===== src/rtl/dds_loader_pkg.sv =====
package dds_loader_pkg;
    typedef enum logic {
        ASM_OPEN = 1'b0,
        ASM_FULL = 1'b1
    } asm_state_t;
endpackage


===== src/rtl/dds_edge_sync.sv =====
module dds_edge_sync #(
    parameter int STAGES = 2
) (
    input  logic clk,
    input  logic rst,
    input  logic async_in,
    output logic rise
);
    // STAGES metastability flops plus one flop for edge detection
    logic [STAGES:0] chain;

    always_ff @(posedge clk) begin
        if (rst) chain <= '0;
        else     chain <= {chain[STAGES-1:0], async_in};
    end

    assign rise = chain[STAGES-1] & ~chain[STAGES];
endmodule


===== src/rtl/dds_word_asm.sv =====
module dds_word_asm
    import dds_loader_pkg::*;
#(
    parameter int BUS_W  = 8,
    parameter int WORD_W = 40,
    parameter int PTR_W  = $clog2(WORD_W / BUS_W + 1)
) (
    input  logic              clk,
    input  logic              rst,
    input  logic              wr_rise,
    input  logic              upd_rise,
    input  logic              ser_mode,
    input  logic [BUS_W-1:0]  din,
    output logic [WORD_W-1:0] word,
    output logic [PTR_W-1:0]  ptr
);
    localparam int NUM_BYTES = WORD_W / BUS_W;
    localparam logic [PTR_W-1:0] LAST_SLOT = PTR_W'(NUM_BYTES - 1);

    asm_state_t state, state_nx;
    logic       par_wr;

    // an update edge takes priority over a byte arriving in the same cycle
    assign par_wr = wr_rise && !ser_mode && !upd_rise && (state == ASM_OPEN);

    // state register
    always_ff @(posedge clk) begin
        if (rst) state <= ASM_OPEN;
        else     state <= state_nx;
    end

    // transitions
    always_comb begin
        state_nx = state;
        unique case (state)
            ASM_OPEN: if (par_wr && ptr == LAST_SLOT) state_nx = ASM_FULL;
            ASM_FULL: if (upd_rise) state_nx = ASM_OPEN;
            default:  state_nx = ASM_OPEN;
        endcase
    end

    // outputs: pointer (cleared by reset)
    always_ff @(posedge clk) begin
        if (rst)           ptr <= '0;
        else if (upd_rise) ptr <= '0;
        else if (par_wr)   ptr <= ptr + 1'b1;
    end

    // outputs: staging register (no reset by design)
    always_ff @(posedge clk) begin
        if (wr_rise && !upd_rise) begin
            if (ser_mode) begin
                word <= {word[WORD_W-2:0], din[BUS_W-1]};
            end else if (state == ASM_OPEN) begin
                for (int k = 0; k < NUM_BYTES; k++) begin
                    if (ptr == PTR_W'(k))
                        word[WORD_W-1-k*BUS_W -: BUS_W] <= din;
                end
            end
        end
    end
endmodule


===== src/rtl/dds_phase_acc.sv =====
module dds_phase_acc #(
    parameter int FTW_W  = 32,
    parameter int CTRL_W = 8,
    parameter int OFF_W  = 5
) (
    input  logic                    clk,
    input  logic                    rst,
    input  logic                    load,
    input  logic [FTW_W+CTRL_W-1:0] word,
    output logic [FTW_W-1:0]        acc,
    output logic [FTW_W-1:0]        ftw_act,
    output logic [CTRL_W-1:0]       ctl_act,
    output logic [FTW_W-1:0]        phase
);
    localparam int WORD_W = FTW_W + CTRL_W;

    always_ff @(posedge clk) begin
        if (rst) begin
            acc     <= '0;
            ftw_act <= '0;
            ctl_act <= '0;
        end else begin
            acc <= acc + ftw_act;
            if (load) begin
                ftw_act <= word[FTW_W-1:0];
                ctl_act <= word[WORD_W-1 -: CTRL_W];
            end
        end
    end

    assign phase = acc + {ctl_act[CTRL_W-1 -: OFF_W], {(FTW_W-OFF_W){1'b0}}};
endmodule


===== src/rtl/dds_word_loader.sv =====
module dds_word_loader #(
    parameter int FTW_W       = 32,
    parameter int CTRL_W      = 8,
    parameter int BUS_W       = 8,
    parameter int OFF_W       = 5,
    parameter int SYNC_STAGES = 2
) (
    input  logic             clk,
    input  logic             rst,
    input  logic             wload_clk,
    input  logic             upd_strobe,
    input  logic             ser_mode,
    input  logic [BUS_W-1:0] din,
    output logic [FTW_W-1:0] phase_out
);
    localparam int WORD_W    = FTW_W + CTRL_W;
    localparam int NUM_BYTES = WORD_W / BUS_W;
    localparam int PTR_W     = $clog2(NUM_BYTES + 1);

    logic              wr_rise, upd_rise;
    logic [WORD_W-1:0] staged;
    logic [PTR_W-1:0]  ptr;
    logic [FTW_W-1:0]  acc, ftw_act;
    logic [CTRL_W-1:0] ctl_act;

    dds_edge_sync #(.STAGES(SYNC_STAGES)) u_wsync (
        .clk(clk), .rst(rst), .async_in(wload_clk), .rise(wr_rise)
    );

    dds_edge_sync #(.STAGES(SYNC_STAGES)) u_usync (
        .clk(clk), .rst(rst), .async_in(upd_strobe), .rise(upd_rise)
    );

    dds_word_asm #(.BUS_W(BUS_W), .WORD_W(WORD_W), .PTR_W(PTR_W)) u_asm (
        .clk(clk), .rst(rst), .wr_rise(wr_rise), .upd_rise(upd_rise),
        .ser_mode(ser_mode), .din(din), .word(staged), .ptr(ptr)
    );

    dds_phase_acc #(.FTW_W(FTW_W), .CTRL_W(CTRL_W), .OFF_W(OFF_W)) u_acc (
        .clk(clk), .rst(rst), .load(upd_rise), .word(staged),
        .acc(acc), .ftw_act(ftw_act), .ctl_act(ctl_act), .phase(phase_out)
    );
endmodule


===== config.mk =====
export PLATFORM = sky130hd
export DESIGN_NAME = dds_word_loader
export DESIGN_NICKNAME = d
export VERILOG_FILES = /design/src/rtl/dds_loader_pkg.sv /design/src/rtl/dds_edge_sync.sv /design/src/rtl/dds_word_asm.sv /design/src/rtl/dds_phase_acc.sv /design/src/rtl/dds_word_loader.sv
export SDC_FILE = /design/constraint.sdc
export NUM_CORES = 1
export LEC_CHECK = 0
export ABC_AREA = 1
export BUFFER_PORTS_ARGS = -buffer_cell sky130_fd_sc_hd__buf_2
export CORE_MARGIN = 4
export CORE_UTILIZATION = 45
export CTS_CLUSTER_SIZE = 8
export DETAILED_ROUTE_END_ITERATION = 12
export SLEW_MARGIN = 0
export SYNTH_ARGS = -nofsm -noshare
export SYNTH_HDL_FRONTEND = slang
export SYNTH_SLANG_ARGS = --single-unit

===== constraint.sdc =====
create_clock -name clk -period 2.49 [get_ports clk]
set_input_delay 0.1245 -clock clk [delete_from_list [all_inputs] [get_ports clk]]
set_output_delay 0.1245 -clock clk [all_outputs]
set_load 0.02 [all_outputs]

==> results.tsv, run 1 <==
metric	value	unit
static-leakage-power	4.10	nW
detailroute.wirelength.met3	654	um
final_max_slew_viol_count	0	
netlist_instances	965	
clock_period_minus_final_worst_setup_slack	2.29	ns
timing.setup.critical_path_class	flop to output port	
routedLengthMet1	8480	um
synth_xor_area_share	0.769	%
antenna_left	0	
vdd_drop_max	589	uV
timing_hold_violations_final	0	
drcViolationCount	0	
gp_congestion	0.901	
postRouteWirelength	16800	um
first_global_vias	5429	
arrival	2.16	ns
cellPowerDensity	674	nW/um2
cts_setup_buffers	0	
clock-skew-final	0.00872	ns
syn_area	6840	um2
worst_slew_pin_slew	0.813	ns
die-width	131	um
grt_use_total	20.0	%
timing.max_cap.violations	0	
slew_headroom	45.5	%
vias	5815	
grt_start_max_net_pins	46	
synth_compound_gate_area_share	8.62	%
clock_tree.root_cell	sky130_fd_sc_hd__clkbuf_16	
full_die_area	17200	um2
final_design_area_no_fill	7720	um2
port-buffer-count	44	
share_of_post_route_cells_with_drive_strength_above_1	12.7	%
fraction_of_the_yosys_area_taken_by_sequential_cells	40.7	%
dp_hpwl	12600	um
ys_ff_latch	119	
drt-pass1-iter-count	5	
initial_core_util	46.5	%
required_time_reported_for_the_critical_path_endpoint	2.37	ns
initialDrtViolationCount	369	
fp.dieH	131	um
ios	45	
mostFrequentLayoutCell	sky130_fd_sc_hd__nand2_1	
timing.setup.tns	0	ns
detail_routed_via_count_per_cell	4.88	
core_outline_area	14700	um2
per_cell_routed_wire_length	14.1	um
cts_num_sinks	119	
timing.critical_path.from_type	flop	
hold_path_startpoint	rst	
syn2layout_area_growth	13.0	%
tritoncts_clock_tree	done	
synth-adder-area-share	7.91	%
placed_cells	1156	
unrepaired_setup_endpoints_after_global_routing	no	
timing.hold.worst.class	input port to flop	
worst-path-max-fanout	2	
core.rowCount	44	
globalRouteOverflowTotal	0	
clock_tree.htree_level_count	4	
final_cell_mix	sky130_fd_sc_hd__nand2_1, sky130_fd_sc_hd__nor2_1, sky130_fd_sc_hd__inv_1	
synth_cell_type_count	33	
synthesized_netlist_net_count	1020	
top_layer_used	met4	
worst_slack	0.204	ns
portion_of_the_clock_cycle_consumed_by_the_worst_path_in_the_final_layout	91.8	%
count_of_nets_after_finishing	1049	
cp-startpoint	u_acc.acc[27]$_SDFF_PP0_	
number_of_antenna_violations_at_the_first_check_in_global_routing	0	
final-setup-viol-count	0	
max-clock-path-buffers	2	
p_total	5.21	mW
worst_hold_slack	0.0420	ns
yosysWarningCount	0	
worstSkewPairLatency	0.42	ns
synth.area.mux_share	0	%
grt_first_pass_wirelength	27700	um
wl_met2	7360	um
timing.rr.start	u_acc.acc[0]$_SDFF_PP0_	
critical_path.endpoint_type	output port	
path_clk_slew	0.06	ns
max_clock_freq	438	MHz
place_worst_setup_slack	0.546	ns
final_cell_count_no_fill	1191	
number_of_buffers_created_by_cts	17	
placement.cell_area	7090	um2
run_status	completed	
final_core_util	52.5	%
dominant_combinational_cell_family_by_area_after_synthesis	simple AND/OR/NAND/NOR gates	
num_antenna_cells	0	
syn_avg_cell_area	7.08	um2
post_synth_and_or_nand_nor_area_fraction	30.8	%
## final timing paths
check | slack (ns) | end | depth (start not counted)
setup / recovery | 0.20 | phase_out[31] | 6
hold / removal | 0.04 | u_usync.chain[1]$_SDFF_PP0_ | 2
setup reg to reg | 0.52 | u_acc.acc[28]$_SDFF_PP0_ | 10
hold reg to reg | 0.40 | u_wsync.chain[1]$_SDFF_PP0_ | 2
## area by class of cell
| type | count | area [um2] |
|---|---|---|
| clock buffer | 20 | 489 |
| clock inverter | 12 | 113 |
| fill | 1465 | 6980 |
| inverter | 129 | 484 |
| multi-input combinational | 670 | 3290 |
| sequential | 119 | 2780 |
| tap | 184 | 230 |
| timing repair buffer | 57 | 338 |
## critical path, stage by stage, from the launching register on
cell                      delay (ns)
sky130_fd_sc_hd__dfxtp_1        0.39
sky130_fd_sc_hd__ha_1           0.19
sky130_fd_sc_hd__inv_1          0.06
sky130_fd_sc_hd__fa_1           0.39
sky130_fd_sc_hd__o21ai_0        0.30
sky130_fd_sc_hd__xor2_1         0.22
sky130_fd_sc_hd__buf_2          0.20
## cells by family after synthesis
kind of cell / after synthesis
simple gates: 511
buf+inv: 176
flops: 119
compound gates: 111
fa+ha+maj: 42
xor+xnor: 6
## state kept, by name, summed over array words and instances (netlist names)
register and flops:
u_asm.word 40, u_acc.acc 32, u_acc.ftw_act 32, u_acc.ctl_act 5, u_asm.ptr 3, u_usync.chain 3
u_wsync.chain 3, u_asm.state 1
## Yosys cell counts, drive strengths merged
cell type  number  area, um2
xor2            3       26.3
nor3            7       55.1
nand2         313       1210
a21oi          50        258
inv           128        480
clkbuf         11       41.3
buf            36        243
and2            5       31.3
o21ai          50        250
o21bai          6       45.0
xnor2           3       26.3
nand3          33        195
fa              2       40.0
o22ai           1       6.26
a21o            1       7.51
a211oi          2       15.0
nor2          147        572
ha             40        500
o21a            1       7.51
edfxtp         40       1200
and3            1       6.26
dfxtp          79       1580
clkinv          1       3.75
nand4           5       31.3
## what timing repair did
item                                   in CTS  in global routing
endpoints found under the hold margin       3                  0
hold buffers                                3                  0
gates resized for setup                     0                  0
## report_power, final
| part | leakage [nW] | switching [mW] | total, mW | internal (mW) |
|---|---|---|---|---|
| sequential | 1.01 | 0.0676 | 2.17 | 2.10 |
| clock | 0.295 | 0.932 | 2.46 | 1.53 |
| combinational | 2.79 | 0.383 | 0.576 | 0.193 |
| total | 4.10 | 1.38 | 5.21 | 3.82 |
## layer usage
metal	global-route usage [%]	vias up
li1	-	3070
met1	28.2	2625
met2	31.1	102
met3	4.40	18
met4	5.54	0
met5	0	-
(Power assumes the default switching activity.)
==> run 2: changes to the inputs <==
--- a/config.mk
+++ b/config.mk
@@ -7,6 +7,7 @@
 export LEC_CHECK = 0
 export ABC_AREA = 1
 export BUFFER_PORTS_ARGS = -buffer_cell sky130_fd_sc_hd__buf_2
+export CORE_ASPECT_RATIO = 1.2
 export CORE_MARGIN = 4
 export CORE_UTILIZATION = 45
 export CTS_CLUSTER_SIZE = 8
==> run 2 against run 1 <==
Against the previous run: count of clock-buffer cells in the layout is 3 higher; highest routed layer unchanged; largest cell class unchanged; global-route usage is 0.39 points higher; utilization is 0.81 points lower.
==> results.tsv, run 2 (synthesis results as in run 1) <==
metric	value	unit
initial_core_util	45.7	%
cpPeakStageDelay	0.39	ns
levels_on_crit_path	6	
share_of_post_route_cells_with_drive_strength_above_1	12.5	%
clock-skew-final	0.00550	ns
ff2ff_setup_slack	0.50	ns
worstSkewPairLatency	0.42	ns
die-width	121	um
timing.setup.tns	0	ns
syn2layout_area_growth	13.2	%
cp-startpoint	u_acc.acc[27]$_SDFF_PP0_	
critical_path.cell_chain	ha_1 -> inv_1 -> fa_1 -> o21ai_0 -> xor2_1 -> buf_2	
power_report.internal_total	3.84	mW
vdd_drop_max	404	uV
num_antenna_cells	0	
share_seq_of_total_power	41.7	%
final_design_area_no_fill	7740	um2
swShare	26.2	%
final_cell_mix	sky130_fd_sc_hd__nand2_1, sky130_fd_sc_hd__nor2_1, sky130_fd_sc_hd__inv_1	
timing_hold_violations_final	0	
per_cell_routed_wire_length	13.9	um
grt_use_total	20.4	%
timing.hold.worst.class	input port to flop	
cts_resized	0	
cts_num_sinks	119	
gp_congestion	0.851	
comb_power_share	11.0	%
regMostFlops	u_asm.word	
run_status	completed	
ios	45	
clock_period_minus_final_worst_setup_slack	2.28	ns
timing.rr.start	u_acc.acc[0]$_SDFF_PP0_	
globalRouteOverflowTotal	0	
crit_buf_inv	2	
clock_tree.htree_level_count	4	
core_outline_area	15000	um2
first_global_vias	5464	
worst_slack	0.206	ns
critical_path.endpoint_type	output port	
final-setup-viol-count	0	
unrepaired_setup_endpoints_after_global_routing	no	
timing.max_cap.violations	0	
dp_hpwl	12600	um
timing.critical_path.from_type	flop	
final_max_slew_viol_count	0	
placement.cell_area	7110	um2
largest_reg_flops	40	
worst-path-max-fanout	2	
timing.setup.critical_path_class	flop to output port	
cellPowerDensity	672	nW/um2
grt_start_max_net_pins	51	
netSwitchingPower	1.36	mW
place_worst_setup_slack	0.517	ns
worst_slew_pin_slew	0.664	ns
r2r.worst_path.cells	10	
path_clk_slew	0.06	ns
antenna_left	0	
mostFrequentLayoutCell	sky130_fd_sc_hd__nand2_1	
number_of_antenna_violations_at_the_first_check_in_global_routing	0	
crit_end	phase_out[31]	
postRouteWirelength	16800	um
full_die_area	17200	um2
r2r_end	u_acc.acc[28]$_SDFF_PP0_	
grt_first_pass_wirelength	27300	um
critical-path-top-delay-family	adder cells	
clock_tree.root_cell	sky130_fd_sc_hd__clkbuf_16	
slew_headroom	55.7	%
portion_of_the_clock_cycle_consumed_by_the_worst_path_in_the_final_layout	91.7	%
final_core_util	51.7	%
static-leakage-power	4.09	nW
required_time_reported_for_the_critical_path_endpoint	2.37	ns
count_of_nets_after_finishing	1048	
tritoncts_clock_tree	done	
drt-pass1-iter-count	4	
detail_routed_via_count_per_cell	4.84	
drcViolationCount	0	
number_of_buffers_created_by_cts	17	
largest_registers	u_asm.word x40, u_acc.acc x32, u_acc.ftw_act x32	
core.rowCount	49	
initialDrtViolationCount	333	
critical-path-slowest-cell	sky130_fd_sc_hd__fa_1	
vias	5857	
max-clock-path-buffers	2	
max_clock_freq	438	MHz
p_clk_share	47.4	%
fp.dieH	143	um
arrival	2.16	ns
port-buffer-count	44	
run 2: cell types whose count changed in the layout (fill, tap and decap cells not counted):
cell                         change
sky130_fd_sc_hd__clkbuf_8        +1
sky130_fd_sc_hd__clkinv_4        -1
sky130_fd_sc_hd__clkinv_1        -2
sky130_fd_sc_hd__inv_1           +1
sky130_fd_sc_hd__clkinvlp_4      +2
sky130_fd_sc_hd__buf_4           -1
sky130_fd_sc_hd__clkbuf_1        +2
sky130_fd_sc_hd__inv_6           -3
run 2: power groups by stage:
stage / Combinational [mW] / Clock, mW / Sequential, mW
final: 0.570 / 2.46 / 2.17
after global routing: 0.646 / 2.60 / 2.18
after CTS: 0.577 / 2.51 / 2.17
after detailed placement: 0.570 / 0 / 2.21
after global placement: 0.567 / 0 / 2.21
after floorplan: 0.458 / 0 / 2.18
run 2: area by class of cell:
cell class	instances	area, um2
Clock buffer	23	510
Sequential cell	119	2780
Inverter	129	484
Fill cell	1529	7220
Clock inverter	9	88.8
Timing Repair Buffer	56	330
Multi-Input combinational cell	670	3290
Tap cell	204	255
run 2: worst min path at each step:
stage	end	start	cells after the start
after floorplan	u_usync.chain[0]$_SDFF_PP0_	upd_strobe	2
after global placement	u_wsync.chain[0]$_SDFF_PP0_	wload_clk	3
after detailed placement	u_wsync.chain[0]$_SDFF_PP0_	wload_clk	3
after CTS	u_usync.chain[1]$_SDFF_PP0_	rst	2
after global routing	u_acc.acc[0]$_SDFF_PP0_	rst	2
final	u_acc.acc[2]$_SDFF_PP0_	rst	2
run 2: layer usage:
layer,up-vias,track usage (%),part of all wire [%]
met1,2666,26.3,47
met4,0,7.70,2.0
li1,3063,-,-
met2,101,33.7,47
met3,27,4.28,3.7
met5,-,0,0
run 2: repair_timing:
item / CTS / global route
setup buffers: 0 / 0
hold buffers: 3 / 0
hold endpoints to repair: 3 / 0
run 2: per-stage QoR:
step / hold slack [ns] / std cells / power (mW)
2_1_floorplan: 0.231 / 965 / 2.64
6_report: 0.0257 / 1210 / 5.20
4_1_cts: 0.0262 / 1210 / 5.25
3_3_place_gp: 0.325 / 1175 / 2.78
5_1_grt: 0.0361 / 1210 / 5.43
3_5_place_dp: 0.336 / 1175 / 2.78
